[config.mk]
export PLATFORM = sky130hd
export DESIGN_NAME = sw_byte_link
export DESIGN_NICKNAME = d
export VERILOG_FILES = /design/src/rtl/sw_link_pkg.sv /design/src/rtl/sw_link_sync.sv /design/src/rtl/sw_link_tx.sv /design/src/rtl/sw_link_rx.sv /design/src/rtl/sw_byte_link.sv
export SDC_FILE = /design/constraint.sdc
export NUM_CORES = 1
export LEC_CHECK = 0
export BUFFER_PORTS_ARGS = -buffer_cell sky130_fd_sc_hd__buf_2
export CAP_MARGIN = 10
export CORE_ASPECT_RATIO = 2
export CORE_MARGIN = 1.5
export CORE_UTILIZATION = 66
export CTS_BUF_LIST = sky130_fd_sc_hd__clkbuf_16
export DETAILED_ROUTE_END_ITERATION = 8
export GPL_ROUTABILITY_DRIVEN = 0
export PLACE_DENSITY = 0.95
export SETUP_SLACK_MARGIN = 0.2
export SLEW_MARGIN = 20
export SYNTH_ARGS = -nofsm -noshare
export SYNTH_HDL_FRONTEND = slang
export SYNTH_SLANG_ARGS = --single-unit
export TNS_END_PERCENT = 20
[constraint.sdc]
create_clock -name clk -period 5.7 [get_ports clk]
set_clock_uncertainty 0.1 [all_clocks]
set_input_delay 1.14 -clock clk [delete_from_list [all_inputs] [get_ports clk]]
set_output_delay 1.14 -clock clk [all_outputs]
set_load 0.01 [all_outputs]
[src/rtl/sw_link_pkg.sv]
package sw_link_pkg;

    typedef enum logic [2:0] {
        TX_IDLE,
        TX_SYNC_LO,
        TX_SYNC_HI,
        TX_DATA,
        TX_PARITY
    } tx_state_t;

    typedef enum logic [1:0] {
        RX_HUNT,
        RX_WAIT_HI,
        RX_BITS,
        RX_TAIL
    } rx_state_t;

    // Bit period in clock cycles from a clock rate in Hz and a period in microseconds.
    function automatic int bit_cycles(input int clk_hz, input int bit_us);
        return ((clk_hz / 1000) * bit_us) / 1000;
    endfunction

endpackage

[src/rtl/sw_link_sync.sv]
module sw_link_sync #(
    parameter int   STAGES  = 2,
    parameter logic RST_VAL = 1'b1
) (
    input  logic clk,
    input  logic rst_n,
    input  logic d,
    output logic q
);

    generate
        if (STAGES < 2) begin : g_single
            logic r_q;
            always_ff @(posedge clk or negedge rst_n) begin
                if (!rst_n) r_q <= RST_VAL;
                else        r_q <= d;
            end
            assign q = r_q;
        end else begin : g_chain
            logic [STAGES-1:0] chain_q;
            always_ff @(posedge clk or negedge rst_n) begin
                if (!rst_n) chain_q <= {STAGES{RST_VAL}};
                else        chain_q <= {chain_q[STAGES-2:0], d};
            end
            assign q = chain_q[STAGES-1];
        end
    endgenerate

endmodule

[src/rtl/sw_link_tx.sv]
module sw_link_tx
    import sw_link_pkg::*;
#(
    parameter int DW      = 8,
    parameter int BIT_CYC = 12,
    parameter int HALF1   = 6,
    parameter int TW      = 8
) (
    input  logic          clk,
    input  logic          rst_n,
    input  logic          en,
    input  logic          start,
    input  logic [DW-1:0] data,
    output logic          busy,
    output logic          line
);

    localparam int            CW     = (DW > 1) ? $clog2(DW) : 1;
    localparam logic [TW-1:0] T_BIT  = TW'(BIT_CYC - 1);
    localparam logic [TW-1:0] T_MARK = TW'(HALF1 - 1);
    localparam logic [CW-1:0] LAST   = CW'(DW - 1);

    tx_state_t     st_q, st_n;
    logic [TW-1:0] tmr_q, tmr_n;
    logic [DW-1:0] sh_q, sh_n;
    logic [CW-1:0] idx_q, idx_n;
    logic          par_q, par_n;
    logic          idle_q, idle_n;
    logic          tmr_done;

    assign tmr_done = (tmr_q == '0);

    // next-state logic
    always_comb begin
        st_n   = st_q;
        tmr_n  = tmr_done ? tmr_q : tmr_q - 1'b1;
        sh_n   = sh_q;
        idx_n  = idx_q;
        par_n  = par_q;
        idle_n = idle_q;
        if (!en) begin
            st_n  = TX_IDLE;
            tmr_n = '0;
        end else begin
            unique case (st_q)
                TX_IDLE: begin
                    if (start) begin
                        st_n  = TX_SYNC_LO;
                        tmr_n = T_BIT;
                        sh_n  = data;
                        par_n = 1'b0;
                    end
                end
                TX_SYNC_LO: begin
                    if (tmr_done) begin
                        st_n  = TX_SYNC_HI;
                        tmr_n = T_MARK;
                    end
                end
                TX_SYNC_HI: begin
                    if (tmr_done) begin
                        st_n  = TX_DATA;
                        tmr_n = T_BIT;
                        idx_n = '0;
                    end
                end
                TX_DATA: begin
                    if (tmr_done) begin
                        par_n = par_q ^ sh_q[DW-1];
                        sh_n  = sh_q << 1;
                        tmr_n = T_BIT;
                        if (idx_q == LAST) st_n = TX_PARITY;
                        else               idx_n = idx_q + 1'b1;
                    end
                end
                TX_PARITY: begin
                    if (tmr_done) begin
                        st_n   = TX_IDLE;
                        idle_n = 1'b0;
                    end
                end
                default: st_n = TX_IDLE;
            endcase
        end
    end

    // state register
    always_ff @(posedge clk or negedge rst_n) begin
        if (!rst_n) begin
            st_q   <= TX_IDLE;
            tmr_q  <= '0;
            sh_q   <= '0;
            idx_q  <= '0;
            par_q  <= 1'b0;
            idle_q <= 1'b1;
        end else begin
            st_q   <= st_n;
            tmr_q  <= tmr_n;
            sh_q   <= sh_n;
            idx_q  <= idx_n;
            par_q  <= par_n;
            idle_q <= idle_n;
        end
    end

    // outputs
    always_comb begin
        busy = 1'b1;
        line = 1'b0;
        unique case (st_q)
            TX_IDLE:    begin busy = 1'b0; line = idle_q; end
            TX_SYNC_LO: line = 1'b0;
            TX_SYNC_HI: line = 1'b1;
            TX_DATA:    line = sh_q[DW-1];
            TX_PARITY:  line = par_q;
            default:    begin busy = 1'b0; line = 1'b0; end
        endcase
    end

endmodule

[src/rtl/sw_link_rx.sv]
module sw_link_rx
    import sw_link_pkg::*;
#(
    parameter int DW       = 8,
    parameter int BIT_CYC  = 12,
    parameter int HALF1    = 6,
    parameter int HALF2    = 6,
    parameter int HUNT_CYC = 60,
    parameter int TW       = 8
) (
    input  logic          clk,
    input  logic          rst_n,
    input  logic          en,
    input  logic          line,
    output logic [DW-1:0] data_o,
    output logic          valid_o,
    output logic          perr_o
);

    localparam int            SW      = $clog2(DW + 1);
    localparam logic [TW-1:0] T_BIT   = TW'(BIT_CYC - 1);
    localparam logic [TW-1:0] T_FIRST = TW'(2 * HALF1 - 1);
    localparam logic [TW-1:0] T_TAIL  = TW'(HALF2 - 1);
    localparam logic [TW-1:0] T_HUNT  = TW'(HUNT_CYC - 1);
    localparam logic [SW-1:0] N_DATA  = SW'(DW);

    rx_state_t     st_q, st_n;
    logic [TW-1:0] tmr_q, tmr_n;
    logic [DW-1:0] sh_q, sh_n;
    logic [SW-1:0] ns_q, ns_n;
    logic          bad_q, bad_n;
    logic [DW-1:0] dat_q, dat_n;
    logic          val_q, val_n;
    logic          err_q, err_n;
    logic          tmr_done;

    assign tmr_done = (tmr_q == '0);

    // next-state logic
    always_comb begin
        st_n  = st_q;
        tmr_n = tmr_done ? tmr_q : tmr_q - 1'b1;
        sh_n  = sh_q;
        ns_n  = ns_q;
        bad_n = bad_q;
        dat_n = dat_q;
        val_n = 1'b0;
        err_n = err_q;
        if (!en) begin
            st_n  = RX_HUNT;
            tmr_n = T_HUNT;
        end else begin
            unique case (st_q)
                RX_HUNT: begin
                    if (!line) begin
                        st_n = RX_WAIT_HI;
                    end else if (tmr_done) begin
                        st_n  = RX_BITS;
                        tmr_n = T_FIRST;
                        ns_n  = '0;
                    end
                end
                RX_WAIT_HI: begin
                    if (line) begin
                        st_n  = RX_BITS;
                        tmr_n = T_FIRST;
                        ns_n  = '0;
                    end
                end
                RX_BITS: begin
                    if (tmr_done) begin
                        tmr_n = T_BIT;
                        if (ns_q == N_DATA) begin
                            bad_n = (^sh_q) != line;
                            st_n  = RX_TAIL;
                            tmr_n = T_TAIL;
                        end else begin
                            sh_n = {sh_q[DW-2:0], line};
                            ns_n = ns_q + 1'b1;
                        end
                    end
                end
                RX_TAIL: begin
                    if (tmr_done) begin
                        val_n = 1'b1;
                        dat_n = sh_q;
                        err_n = bad_q;
                        st_n  = RX_HUNT;
                        tmr_n = T_HUNT;
                    end
                end
                default: begin
                    st_n  = RX_HUNT;
                    tmr_n = T_HUNT;
                end
            endcase
        end
    end

    // state register
    always_ff @(posedge clk or negedge rst_n) begin
        if (!rst_n) begin
            st_q  <= RX_HUNT;
            tmr_q <= T_HUNT;
            sh_q  <= '0;
            ns_q  <= '0;
            bad_q <= 1'b0;
            dat_q <= '0;
            val_q <= 1'b0;
            err_q <= 1'b0;
        end else begin
            st_q  <= st_n;
            tmr_q <= tmr_n;
            sh_q  <= sh_n;
            ns_q  <= ns_n;
            bad_q <= bad_n;
            dat_q <= dat_n;
            val_q <= val_n;
            err_q <= err_n;
        end
    end

    // outputs
    always_comb begin
        data_o  = dat_q;
        valid_o = val_q;
        perr_o  = err_q;
    end

endmodule

[src/rtl/sw_byte_link.sv]
module sw_byte_link
    import sw_link_pkg::*;
#(
    parameter int CLK_HZ      = 200_000_000,
    parameter int BIT_US      = 6,
    parameter int HUNT_BITS   = 5,
    parameter int SYNC_STAGES = 2,
    parameter int DW          = 8
) (
    input  logic          clk,
    input  logic          rst_n,
    input  logic          tx_mode,
    input  logic          tx_start,
    input  logic [DW-1:0] tx_data,
    output logic          tx_busy,
    output logic          pad_oe,
    output logic          pad_out,
    input  logic          pad_in,
    output logic [DW-1:0] rx_data,
    output logic          rx_valid,
    output logic          rx_parity_err
);

    localparam int BIT_CYC  = bit_cycles(CLK_HZ, BIT_US);
    localparam int HALF1    = BIT_CYC / 2;
    localparam int HALF2    = BIT_CYC - HALF1;
    localparam int HUNT_CYC = HUNT_BITS * BIT_CYC;
    localparam int TW       = $clog2(HUNT_CYC + 1);

    logic tx_line;
    logic line_s;

    sw_link_tx #(
        .DW(DW), .BIT_CYC(BIT_CYC), .HALF1(HALF1), .TW(TW)
    ) u_tx (
        .clk(clk), .rst_n(rst_n), .en(tx_mode), .start(tx_start),
        .data(tx_data), .busy(tx_busy), .line(tx_line)
    );

    sw_link_sync #(
        .STAGES(SYNC_STAGES), .RST_VAL(1'b1)
    ) u_sync (
        .clk(clk), .rst_n(rst_n), .d(pad_in), .q(line_s)
    );

    sw_link_rx #(
        .DW(DW), .BIT_CYC(BIT_CYC), .HALF1(HALF1), .HALF2(HALF2),
        .HUNT_CYC(HUNT_CYC), .TW(TW)
    ) u_rx (
        .clk(clk), .rst_n(rst_n), .en(!tx_mode), .line(line_s),
        .data_o(rx_data), .valid_o(rx_valid), .perr_o(rx_parity_err)
    );

    assign pad_oe  = tx_mode;
    assign pad_out = tx_mode & tx_line;

endmodule

Yosys cells after proc, flatten, opt, wreduce, memory -nomap -nowiden
Cells that the tools add are included.
{ "op_classes": {"muxes": 51, "bitwise_logic": 4, "addsub": 4, "n_reduce_logical": 19, "eq_ne": 30} }
{ "op_table": {"columns": ["cell", "n"], "rows": [
  ["2-to-1 mux 13 bit", 12],
  ["case mux 13 bit (4 select lines)", 1],
  ["case mux 13 bit (3 select lines)", 1],
  ["2-to-1 mux 3 bit", 9],
  ["logical NOT 13 bit", 2],
  ["subtractor 13 x 1 -> 13 bit, second input constant", 2],
  ["inequality test 3 x 2 -> 1 bit, second input constant", 8],
  ["2-to-1 mux 4 bit", 5],
  ["2-to-1 mux 8 bit", 2],
  ["case mux 8 bit (2 select lines)", 1],
  ["case mux 3 bit (5 select lines)", 1],
  ["2-to-1 mux 2 bit", 7],
  ["case mux 4 bit (3 select lines)", 1],
  ["AND reduction 4 bit", 3],
  ["2-to-1 mux 11 bit", 1],
  ["inequality test 2 bit, second input constant", 5],
  ["AND reduction 5 bit", 2],
  ["inequality test 2 x 1 -> 1 bit, second input constant", 4],
  ["case mux 2 bit (4 select lines)", 1],
  ["parity 8 bit", 1],
  ["AND reduction 7 bit", 1],
  ["== test 3 x 2 -> 1 bit, second input constant", 2],
  ["== test 3 bit, second input constant", 2],
  ["2-to-1 mux 1 bit", 6],
  ["other kinds (23)", 28]
]} }
{ "totals": {"inputBits": 13, "out_inout_bits": 13, "ff_bits": 69} }

Logic depth before layout (Yosys ltp)
{ "logic_depth": {"ltp_word": 6, "depth_mapped": 9} }

Modules after synthesis
From an unflattened synthesis, not the netlist that was laid out.
{ "hier_totals": {"hier_cells": 422, "hier_area_um2": 4096.4} }
{ "by_module_without_submodules": {"columns": ["mod", "instances", "cells_per_inst", "area_each_um2", "seq_area_each_um2"], "rows": [
  ["sw_link_rx", 1, 226, 2301.0, 963.4],
  ["sw_link_tx", 1, 191, 1725.4, 726.9],
  ["sw_link_sync", 1, 2, 52.6, 52.6],
  ["sw_byte_link", 1, 3, 17.5, 0.0]
]} }

Least setup slack after synthesis
Ideal clock, no wire load.
{ "synth_path": {"path_kind": "input -> output", "from": "in tx_mode", "to": "out pad_out", "n_path_buf": 2, "required_time_ns": 4.460, "slack_ns": 2.332, "stages": 4, "arrival_time_ns": 2.128, "path_cell_list": "clkbuf_1 > clkinv_1 > clkbuf_1 > nor2_1"} }
{ "synth_via": {"elab_chain_len": 1} }
{ "synth_lines": {"columns": ["element", "line", "source"], "rows": [
  ["start: declaration", "sw_byte_link.sv:12", "input logic tx_mode,"],
  ["bitwise AND 1 bit", "sw_byte_link.sv:55", "assign pad_out = tx_mode & tx_line;"],
  ["end: declaration", "sw_byte_link.sv:17", "output logic pad_out,"]
]} }
No other way between the ends.

Worst setup path after layout
Same ends and word-level chain as after synthesis.

==> flow_summary.ini <==
[worst_setup_path]
reg2reg_slack_ns = 2.64
worstReg2RegStart = u_rx.tmr_q[1]
required_ns = 4.46
start_kind = input port
r2r_cells = 7
crit_type = input port to output port
r2r_end = u_rx.ns_q[3]
cp-end-kind = output port
worstPathArrival_ns = 2.50
startpoint = tx_mode
worstPathMaxFanout = 19

[global_routing]
grt_pass1_vias = 3580
grt_pass1_wl_um = 16300
grt_usage_pct = 32.2
antenna_found_initial = 0
grt-ovfl-total = 0
grt_max_degree = 70

[synth]
synth-main-ff-cell = dfrtp_1
async_reset_ff_share_pct = 100
ys_ff_latch = 69
synth_edf_count = 0
synth.distinct_cells = 67
syn_area_per_cell_sq_um = 9.61
syn-cell-area_sq_mm = 0.00407
ys_seq_area_share_pct = 42.9
syn_inst = 423
yosysWarningCount = 0
synth_nets = 450

[sta]
slew_violations = 0
setup_viol = 0
final-hold-violation-count = 0
fmax_ghz = 0.267
layout_setup_ws_ns = 1.96
min_period_over_period_pct = 65.6
rsz0062_at_grt = no
worst_pin_slew_ns = 0.858
tns_ns = 0
period_needed_ns = 3.74
maxSlewHeadroom_pct = 42.8

[place]
placed_cell_area_sq_mm = 0.00421
place_ws_ns = 2.05
io_buffers = 25
dp_hpwl_um = 6550

[clocking]
cts_sinks = 69
htreeDepth = 3
ctsResizeCount = 0
clk_path_buf_depth = 2
clk_pin_slew_ns = 0.05
cts_root_buf = clkbuf_16
post-cts-setup-buffers = 0
clkLatencyLatePin_ns = 0.33
postCtsHoldBufs = 0
tritoncts = yes
cts_buffers = 9

[die]
dieWidth_um = 58.5
die_h_um = 114
std_cell_rows = 40
pin_count = 26
core_area_sq_mm = 0.00596
dieArea_sq_mm = 0.00667
initial_core_util_pct = 68.3

[drt]
postRouteAntennaNets = 0
drc = 0
wl_per_cell_um = 19.2
vias = 3560
routed_via_density = 6.97
drtPass1Iterations = 7
dr.first_iter.drc_count = 316
wirelength_um = 9830

[hold_path]
holdPathEnd = u_sync.g_chain.chain_q[1]
hold_path_depth = 0
hp-class = flip-flop to flip-flop
hp-start = u_sync.g_chain.chain_q[0]

[power]
peakVddDrop_mv = 0.286
power_density_mw_per_mm2 = 421
leakage_nw = 2.03

[cells_and_area]
fin_area_sq_mm = 0.00452
final_nets = 470
layout-drive-gt1-share_pct = 19.4
antenna_cells = 0
area_growth_pct = 11.2

[job]
cap_violations = 0

[outcome]
outcome = finished clean
## per-stage QoR
step | util [%] | cells | hold WS (ns) | power [mW]
finish | 75.9 | 511 | 0.255 | 1.90
floorplan | - | 423 | 0.245 | 1.13
global route | 75.9 | 511 | 0.258 | 2.01
detailed placement | 70.6 | 495 | 0.249 | 1.29
global placement | 70.6 | 495 | 0.247 | 1.26
CTS | 75.9 | 511 | 0.257 | 1.89
## cells in the final DEF, fill, tap and decap left out, types with 8 or more instances in the layout
master / netlist / final
nand2_1: 28 / 28
a21oi_1: 26 / 26
nand4_1: 8 / 8
dfstp_2: 13 / 13
clkbuf_16: 0 / 9
nor3_1: 16 / 16
nor4_1: 9 / 9
ha_1: 14 / 14
dfrtp_1: 56 / 56
nor2_1: 35 / 35
xnor2_1: 12 / 12
buf_2: 3 / 25
mux2_2: 17 / 17
a211oi_1: 10 / 10
inv_1: 17 / 18
o21ai_0: 36 / 36
mux2i_1: 13 / 13
## power breakdown
part,internal [mW],switching [mW]
sequential,0.598,0.108
clock,0.381,0.203
combinational,0.224,0.389
## cell families after synthesis
logic type	after synthesis	synth area share [%]
AO/OA/AOI/OAI	114	18.3
buffers and inverters	38	3.69
XOR/XNOR	16	3.45
flip-flops	69	42.9
adder cells (fa/ha/maj)	14	4.31
multiplexers	30	7.91
AND/OR/NAND/NOR	142	19.5
## sequential cells by signal, indices dropped and copies added, names as in the netlist
signal	cells
u_rx.tmr_q	13
u_tx.tmr_q	13
u_rx.data_o	8
u_rx.sh_q	8
u_tx.sh_q	8
u_rx.ns_q	4
u_tx.idx_q	3
u_tx.st_q	3
u_rx.st_q	2
u_sync.g_chain.chain_q	2
u_rx.bad_q	1
u_rx.perr_o	1
u_rx.valid_o	1
u_tx.idle_q	1
u_tx.par_q	1
## synth_stat cells, drive strengths merged, types with 3 or more instances
library cell	number	area, sq um
dfstp	13	342
buf	4	22.5
dfrtp	56	1400
o211ai	3	22.5
nand3	8	45.0
inv	18	67.6
nor4	13	115
mux2i	13	130
nand2b	4	25.0
a31oi	5	31.3
clkbuf	13	48.8
or4	4	30.0
nor2b	6	37.5
a21oi	26	130
a211oi	10	75.1
o41ai	3	33.8
mux2	17	191
xor2	4	35.0
o311ai	3	26.3
nand4	8	50.1
nor2	35	131
nor3b	3	22.5
nand2	28	105
xnor2	12	105
a211o	3	26.3
clkinv	3	11.3
o31ai	4	30.0
o21ai	36	180
o31a	3	35.0
ha	14	175
nor3	18	106
## layout make-up
| class | count | area [sq um] |
|---|---|---|
| fillers | 386 | 1430 |
| inverters | 21 | 78.8 |
| well taps | 63 | 78.8 |
| repair buffers | 26 | 133 |
| multi-input cells | 316 | 2170 |
| clock inverters | 7 | 91.3 |
| flip-flops and latches | 69 | 1740 |
| clock buffers | 9 | 225 |
## worst max-delay path, cell delays in order
cell and delay [ns]:
buf_2 0.34, clkinv_1 0.59, nor2_1 0.27, buf_2 0.16
## worst max-delay path by stage
| stage | to | cells past startpoint |
|---|---|---|
| floorplan | pad_out | 4 |
| global placement | pad_out | 4 |
| detailed placement | pad_out | 4 |
| CTS | pad_out | 4 |
| global route | pad_out | 4 |
| finish | pad_out | 4 |
## per-layer routing
layer / wire, um / global-route usage [%]
met2: 5460 / 58.4
met1: 3380 / 32.2
met5: 0 / 0
met4: 467 / 19.4
met3: 520 / 6.46
Note: power is estimated with default switching activity, not from simulation.
